$ cat config.mk
export PLATFORM = sky130hd
export DESIGN_NAME = spaced_ones_detector
export DESIGN_NICKNAME = d
export VERILOG_FILES = /design/src/rtl/sdet_pkg.sv /design/src/rtl/sdet_next.sv /design/src/rtl/sdet_state_reg.sv /design/src/rtl/spaced_ones_detector.sv
export SDC_FILE = /design/constraint.sdc
export NUM_CORES = 1
export LEC_CHECK = 0
export ABC_AREA = 1
export BUFFER_PORTS_ARGS = -buffer_cell sky130_fd_sc_hd__buf_2
export CAP_MARGIN = 15
export CORE_AREA = 4 4 41 43
export CTS_CLUSTER_SIZE = 30
export DETAILED_ROUTE_END_ITERATION = 12
export DIE_AREA = 0 0 45 47
export GPL_TIMING_DRIVEN = 0
export PLACE_DENSITY_LB_ADDON = 0.12
export SYNTH_ARGS = -nofsm -noshare
export SYNTH_HDL_FRONTEND = slang
export SYNTH_SLANG_ARGS = --single-unit
$ cat constraint.sdc
create_clock -name clk -period 0.8 [get_ports clk]
set_input_delay 0.04 -clock clk [delete_from_list [all_inputs] [get_ports clk]]
set_output_delay 0.04 -clock clk [all_outputs]
set_load 0.05 [all_outputs]
$ cat src/rtl/sdet_pkg.sv
package sdet_pkg;
  // Pattern positions are numbered from 1 (the leading one).
  // A position needs a 1 when it begins a gap-sized group.
  function automatic bit is_mark(input int pos, input int gap);
    return ((pos - 1) % (gap + 1)) == 0;
  endfunction

  function automatic int last_pos(input int marks, input int gap);
    return (marks - 1) * (gap + 1) + 1;
  endfunction
endpackage

$ cat src/rtl/sdet_next.sv
module sdet_next
  import sdet_pkg::*;
#(
  parameter int GAP   = 2,
  parameter int MARKS = 3,
  localparam int LAST = last_pos(MARKS, GAP),
  localparam int NST  = LAST + 1
) (
  input  logic [NST-1:0] cur,
  input  logic           in_valid,
  input  logic           in_bit,
  output logic [NST-1:0] nxt
);
  // fall[i]: an accepted 0 in state i sends the machine to idle
  logic [NST-1:0] fall;
  logic           restart_src;

  assign restart_src = cur[0] | cur[LAST];

  for (genvar i = 0; i < NST; i++) begin : g_fall
    if (i == 0 || i == LAST) begin : g_edge
      assign fall[i] = cur[i];
    end else if (is_mark(i + 1, GAP)) begin : g_mark
      assign fall[i] = cur[i];
    end else begin : g_free
      assign fall[i] = 1'b0;
    end
  end

  assign nxt[0] = (~in_valid & restart_src) |
                  (in_valid & ~in_bit & (|fall));
  assign nxt[1] = (in_valid & in_bit & restart_src) |
                  (~in_valid & cur[1]);

  for (genvar q = 2; q < NST; q++) begin : g_step
    logic adv;
    logic keep;
    if (is_mark(q, GAP)) begin : g_need_one
      assign adv = in_valid & in_bit & cur[q-1];
    end else begin : g_any
      assign adv = in_valid & cur[q-1];
    end
    if (q == LAST) begin : g_flag
      assign keep = 1'b0;
    end else begin : g_hold
      assign keep = ~in_valid & cur[q];
    end
    assign nxt[q] = adv | keep;
  end
endmodule

$ cat src/rtl/sdet_state_reg.sv
module sdet_state_reg #(
  parameter int NST = 8
) (
  input  logic           clk,
  input  logic           rst,
  input  logic [NST-1:0] nxt,
  output logic [NST-1:0] q
);
  localparam logic [NST-1:0] IDLE_HOT = NST'(1);

  always_ff @(posedge clk) begin
    if (rst) q <= IDLE_HOT;
    else     q <= nxt;
  end
endmodule

$ cat src/rtl/spaced_ones_detector.sv
module spaced_ones_detector
  import sdet_pkg::*;
#(
  parameter int GAP   = 2,
  parameter int MARKS = 3
) (
  input  logic clk,
  input  logic rst,
  input  logic bit_valid,
  input  logic bit_in,
  output logic match_o
);
  localparam int LAST = last_pos(MARKS, GAP);
  localparam int NST  = LAST + 1;

  logic [NST-1:0] state_q;
  logic [NST-1:0] state_d;

  sdet_next #(.GAP(GAP), .MARKS(MARKS)) u_next (
    .cur      (state_q),
    .in_valid (bit_valid),
    .in_bit   (bit_in),
    .nxt      (state_d)
  );

  sdet_state_reg #(.NST(NST)) u_state (
    .clk (clk),
    .rst (rst),
    .nxt (state_d),
    .q   (state_q)
  );

  assign match_o = state_q[LAST];
endmodule

# Word level (Yosys, flattened, before mapping)
# Cells that the tools add are included.
# classes
reduce_logical	1
n_mul	0
n_shift	0
mux	0
add_sub_neg	0
n_lt_le_gt_ge	0
n_div	0
bitwise_logic	27
n_eq_ne	0
# ops
op	count
AND 1 bit	17
OR 1 bit	8
OR reduction 4 bit	1
NOT 1 bit	2
# totals
ram_bits	0
ff_bits	8
latch_bits	0
output_inout_bits	1
n_memories	0
rom_bits	0
input_bits	4

# Depth between registers and ports, before layout
# Gate-level depths: netlist (run 1).
# logic_depth
word_depth	4
depth_mapped	4
mapped_depth_nobuf	4

# Cells and area by module
# From an unflattened synthesis (run 1), not the netlist that was laid out.
# hier_totals
cells_unflattened	54
area_unflattened_um2	370.4
# modules_own_cells
mod	seq_area_each_um2	cells_per_inst	instances	area_per_inst_um2
sdet_state_reg	160.2	26	1	255.2
sdet_next	0.0	28	1	115.1

# Worst setup path before layout (run 1)
# Ideal clock, no wire load.
# synth_path
path_type	register -> register
from	register u_state.q[7]
to	register u_state.q[1]
required_time_ns	0.730
period_less_slack_ns	1.064
setup_ns	0.070
slack_ns	-0.264
arrival_time_ns	0.995
path_buffers	0
path_stages_with_launch	5
cell_sequence	dfxtp_1 inv_1 nand2_4 nand2_1 a21oi_1
# synth_between
elab_chain_cells	3
# synth_lines
element	line	source
start, declared	sdet_state_reg.sv:7	output logic [NST-1:0] q
start signal, assigned	sdet_state_reg.sv:13	else q <= nxt;
OR 1 bit	sdet_next.sv:18	assign restart_src = cur[0] | cur[LAST];
AND 1 bit	sdet_next.sv:32	assign nxt[1] = (in_valid & in_bit & restart_src) |
OR 1 bit	sdet_next.sv:32	
# No other way between the ends.
# A chain may end at the register's enable or synchronous reset.

# Worst setup path after layout (run 1)
# layout_path
from	register u_state.q[7]
to	output match_o
# layout_lines
element	line	source
end, declared	spaced_ones_detector.sv:11	output logic match_o
# No word-level cell between the ends.

==> results of run 1 <==
final cells by class:
| cell class | count | area share (%) |
|---|---|---|
| clock buffers | 4 | 6.65 |
| well taps | 15 | 4.75 |
| repair buffers | 5 | 10.1 |
| multi-input cells | 29 | 32.3 |
| flip-flops and latches | 8 | 41.5 |
| inverters | 5 | 4.75 |
path summary, 6_finish.rpt:
kind	start	endpoint	cells past startpoint
max	u_state.q[7]$_SDFF_PP0_	match_o	1
min	bit_in	u_state.q[7]$_SDFF_PP0_	3
max reg2reg	u_state.q[7]$_SDFF_PP0_	u_state.q[0]$_SDFF_PP1_	4
min reg2reg	register	u_state.q[7]$_SDFF_PP0_	2
where the power goes:
| group | leakage (nW) | total [W] | switching (W) | internal, W |
|---|---|---|---|---|
| registers | 0.0665 | 0.000428 | 0.0000118 | 0.000416 |
| clock network | 0.0150 | 0.000334 | 0.000142 | 0.000191 |
| logic | 0.0937 | 0.0000782 | 0.0000465 | 0.0000317 |
| total | 0.175 | 0.000840 | 0.000201 | 0.000639 |
per-stage QoR:
| stage | power (W) | setup slack, ns | utilization, % | setup TNS (ns) |
|---|---|---|---|---|
| after floorplan | 0.000483 | 0.0209 | - | 0 |
| after global placement | 0.000507 | 0.103 | 26.8 | 0 |
| after detailed placement | 0.000509 | 0.0891 | 26.8 | 0 |
| after CTS | 0.000858 | -0.00567 | 30.4 | -0.00567 |
| after global routing | 0.000906 | -0.0358 | 30.4 | -0.0358 |
| final | 0.000840 | 0.00369 | 30.4 | 0 |
kinds of logic after synthesis:
logic type,after synthesis,share of synthesized area (%)
AO/OA/AOI/OAI,6,9.80
buffers and inverters,5,6.12
flip-flops,8,52.2
AND/OR/NAND/NOR,23,31.8
synthesized netlist by cell type:
| library cell | number |
|---|---|
| nand3_1 | 1 |
| o21ai_0 | 4 |
| inv_1 | 3 |
| nand2_4 | 1 |
| dfxtp_1 | 8 |
| inv_2 | 1 |
| nand2_1 | 8 |
| a21oi_1 | 2 |
| nand2_2 | 1 |
| clkinv_1 | 1 |
| nor2_1 | 12 |
repair_timing:
item,CTS,global route
hold buffers,1,0
hold endpoints to repair,2,0
setup endpoints to repair,1,1
gates resized for setup,3,0
per-layer routing:
layer / vias to the layer above / share of wire (%)
met5: - / 0
met4: 0 / 0.64
met3: 2 / 6.9
met2: 6 / 47
met1: 126 / 45
li1: 146 / -
==> results.yml, run 1 <==
status:
  status: "finished, final reports clean"
cells_and_area:
  diodes: 0
  fillers: 152
  final_cell_mix: "nor2_1 (12), nand2_1 (8), dfxtp_1 (7)"
  layout_commonest_cell: "nor2_1"
  fin_cells: 66
  syn_to_final_growth_pct: 29.0
  regArea_um2: 164
  multi_input_area_um2: 128
  final_area_um2: 395
  layout.nets: 56
  drive_gt1_share_pct: 21.6
clocking:
  worst_skew_pair.late_latency_ns: 0.26
  cts_root_buf: "clkbuf_4"
  htree_levels: 1
  numCtsBuffers: 3
  cts_tree: "yes"
  postCtsSetupRepairBufs: 0
  cts_buffer_depth: 2
  clkSlewWorstSetupHoldPaths_ns: 0.06
  cts.sinks: 8
grt:
  grt_pass1_vias: 273
  grt_max_degree: 9
  grt_first_pass_wirelength_um: 1100
  busiest_layer: "met2"
  antenna_found_initial: 0
  grt_overflow: 0
  met3_usage_pct: 6.90
  grt_use_met2_pct: 12.1
  use_met1_pct: 7.80
  gr-usage-all-layers_pct: 7.77
die:
  rows: 13
  dieHeight_um: 47
  start_util_pct: 23.6
  die_width_um: 45
  dieArea_um2: 2120
  pin_count: 5
  core-area_um2: 1300
timing:
  tightest_slew_ns: 0.160
  maxSlewViolCount: 0
  whs_ns: 0.0279
  rsz0062_at_grt: "yes"
  setup_viol: 0
  max_slew_margin_pct: 89.2
  fin_crit_sh_pct: 99.5
  hold_viol_final: 0
  fin_skew_ns: 0.0131
  fmax_ghz: 1.26
  post-route-min-period_ns: 0.796
placed_design:
  numPortBuffers: 4
  hpwl_um: 440
  placed_cell_area_um2: 349
  dpl.cell_count: 61
  gp_congestion: 0.747
synthesis:
  synth_area_per_cell_um2: 7.30
  synth_top_area_cell: "dfxtp_1"
  ys_types: 11
  yosysSeqAreaShare_pct: 52.2
  synth_top_area_share_pct: 52.2
  ys_ff_latch: 8
  synth_fp_nets: 46
  synth_area_um2: 307
  syn_inst: 42
  synth_area_leaders: "dfxtp_1 (52%), nor2_1 (15%), nand2_1 (9.8%)"
  yosys_warnings: 0
critical_path:
  critPathKind: "reg -> out"
  worstPathArrival_ns: 0.76
  critPathCaptureType: "output pin"
  cp_slowest_cell: "dfxtp_4"
  ff2ff_setup_slack_ns: 0.06
  worstPathCellList: "buf_8"
  critPathLaunchType: "register"
  max_stage_delay_ns: 0.36
  critPathTopFamily: "flip-flops"
  crit_buf_inv: 1
  worstPathMaxFanout: 3
  cp.required_ns: 0.76
power:
  ir_worst_vdd_mv: 0.994
  p_leak_nw: 0.175
  p_per_area_nw_per_um2: 2120
detailed_routing:
  vias: 280
  wl_um: 622
  drt_iter0_markers: 8
  drtAntennaViolNets: 0
  drt-pass1-iter-count: 2
  post_drt_wl_per_cell_um: 9.42
  drt_drc_violations_left: 0
  viasPerCell: 4.24
worst_hold_path:
  worstHoldPathType: "in -> reg"
job:
  max_cap_viol_count: 0
No activity file was read; power rests on OpenSTA's default activity.
==> inputs of run 2 (changes only) <==
--- a/config.mk
+++ b/config.mk
@@ -8,6 +8,8 @@
 export ABC_AREA = 1
 export BUFFER_PORTS_ARGS = -buffer_cell sky130_fd_sc_hd__buf_2
 export CAP_MARGIN = 15
+export CELL_PAD_IN_SITES_DETAIL_PLACEMENT = 0
+export CELL_PAD_IN_SITES_GLOBAL_PLACEMENT = 1
 export CORE_AREA = 4 4 41 43
 export CTS_CLUSTER_SIZE = 30
 export DETAILED_ROUTE_END_ITERATION = 12
==> run 2 against run 1 <==
Against the previous run:
- combinational power down 0.9%
- clock power about the same
- routed wire length down 7.7%
- critical path depth unchanged
- via count down 1.8%
- non-clock buffer count unchanged
==> results.yml, run 2 (synthesized netlist as in run 1, its figures left out) <==
status:
  status: "finished, final reports clean"
critical_path:
  worstPathMaxFanout: 3
  critPathCaptureType: "output pin"
  critPathKind: "reg -> out"
  critPathTopFamily: "flip-flops"
  worst-path-stages: 1
  max_stage_delay_ns: 0.35
  rr_worst_depth: 4
  worstPathArrival_ns: 0.75
  cp_slowest_cell: "dfxtp_4"
  cp.required_ns: 0.76
  worstPathCellList: "buf_8"
  critPathLaunchType: "register"
  crit_buf_inv: 1
die:
  die_width_um: 45
  dieArea_um2: 2120
  start_util_pct: 23.6
  core-area_um2: 1300
  dieHeight_um: 47
  pin_count: 5
  rows: 13
grt:
  grt_overflow: 0
  antenna_found_initial: 0
  grt_pass1_vias: 242
  gr-usage-all-layers_pct: 7.27
  grt_max_degree: 9
  grt_first_pass_wirelength_um: 952
cells_and_area:
  drive_gt1_share_pct: 21.6
  diodes: 0
  layout.nets: 56
  final_cell_mix: "nor2_1 (12), nand2_1 (8), dfxtp_1 (7)"
  fin_cells: 66
  layout_commonest_cell: "nor2_1"
  syn_to_final_growth_pct: 29.0
  fillers: 156
  utilization_pct: 30.4
detailed_routing:
  route.met2.wl_um: 219
  drt_iter0_markers: 6
  wl_um: 574
  route.met3.wl_um: 38
  top_layer: "met4"
  vias: 275
  drt_drc_violations_left: 0
  drt-pass1-iter-count: 2
  viasPerCell: 4.17
  wl_met1_um: 282
  drtAntennaViolNets: 0
  post_drt_wl_per_cell_um: 8.70
power:
  ir_worst_vdd_mv: 0.901
  p_leak_nw: 0.175
  p_per_area_nw_per_um2: 2120
  total_power_w: 0.000838
clocking:
  worst_skew_pair.late_latency_ns: 0.26
  numCtsBuffers: 3
  clkSlewWorstSetupHoldPaths_ns: 0.06
  cts_buffer_depth: 2
  cts_root_buf: "clkbuf_4"
  htree_levels: 1
  cts.sinks: 8
  cts_tree: "yes"
placed_design:
  numPortBuffers: 4
  hpwl_um: 420
  dpl.cell_count: 61
  gp_congestion: 0.690
timing:
  rsz0062_at_grt: "yes"
  setup_viol: 0
  fin_crit_sh_pct: 98.9
  max_slew_margin_pct: 88.1
  maxSlewViolCount: 0
  tightest_slew_ns: 0.178
  fin_tns_setup_ns: 0
  post-route-min-period_ns: 0.791
  hold_viol_final: 0
  fin_skew_ns: 0.00383
  fmax_ghz: 1.26
worst_hold_path:
  holdPathStages: 3
  worstHoldPathType: "in -> reg"
job:
  max_cap_viol_count: 0
run 2: cell counts in the layout (fill, tap and decap cells not counted):
No cell type changed its count.
run 2: layer usage:
metal,up-vias,track usage [%]
met2,7,9.04
met5,-,0
met4,0,10.5
met1,117,7.29
li1,146,-
met3,5,3.83
run 2: metrics by stage:
step | hold slack (ns) | area, um2 | worst slack [ns]
detailed placement | 0.233 | 349 | 0.0889
CTS | 0.0207 | 395 | -0.00955
global route | 0.0194 | 395 | -0.0260
floorplan | 0.109 | 310 | 0.0209
global placement | 0.232 | 349 | 0.0975
finish | 0.0297 | 395 | 0.00893
run 2: timing repair:
item                                    in CTS  in global routing
hold endpoints to repair                     2                  0
buffers inserted                             0                  0
endpoints found under the setup margin       1                  1
gates resized for setup                      3                  0
hold buffers                                 1                  0
run 2: report_power, final:
part | total [W] | internal [W] | switching (W)
Combinational | 0.0000775 | 0.0000317 | 0.0000459
Clock | 0.000333 | 0.000191 | 0.000142
Sequential | 0.000427 | 0.000416 | 0.0000109
run 2: final cells by class:
type	count	area [um2]	share of cell area, %
sequential	8	164	41.5
multi-input combinational	29	128	32.3
timing repair buffer	5	40.0	10.1
clock buffer	4	26.3	6.65
inverter	5	18.8	4.75
tap	15	18.8	4.75
run 2: worst paths after layout:
kind,from,endpoint,slack (ns)
max,u_state.q[7]$_SDFF_PP0_,match_o,0.009
min,bit_in,u_state.q[7]$_SDFF_PP0_,0.03
max reg2reg,u_state.q[7]$_SDFF_PP0_,u_state.q[0]$_SDFF_PP1_,0.07
min reg2reg,register,u_state.q[7]$_SDFF_PP0_,0.45
run 2: tightest hold or removal path, stage by stage:
cell and delay, ns:
buf_2 0.11, nand2_2 0.07, nor2_1 0.04
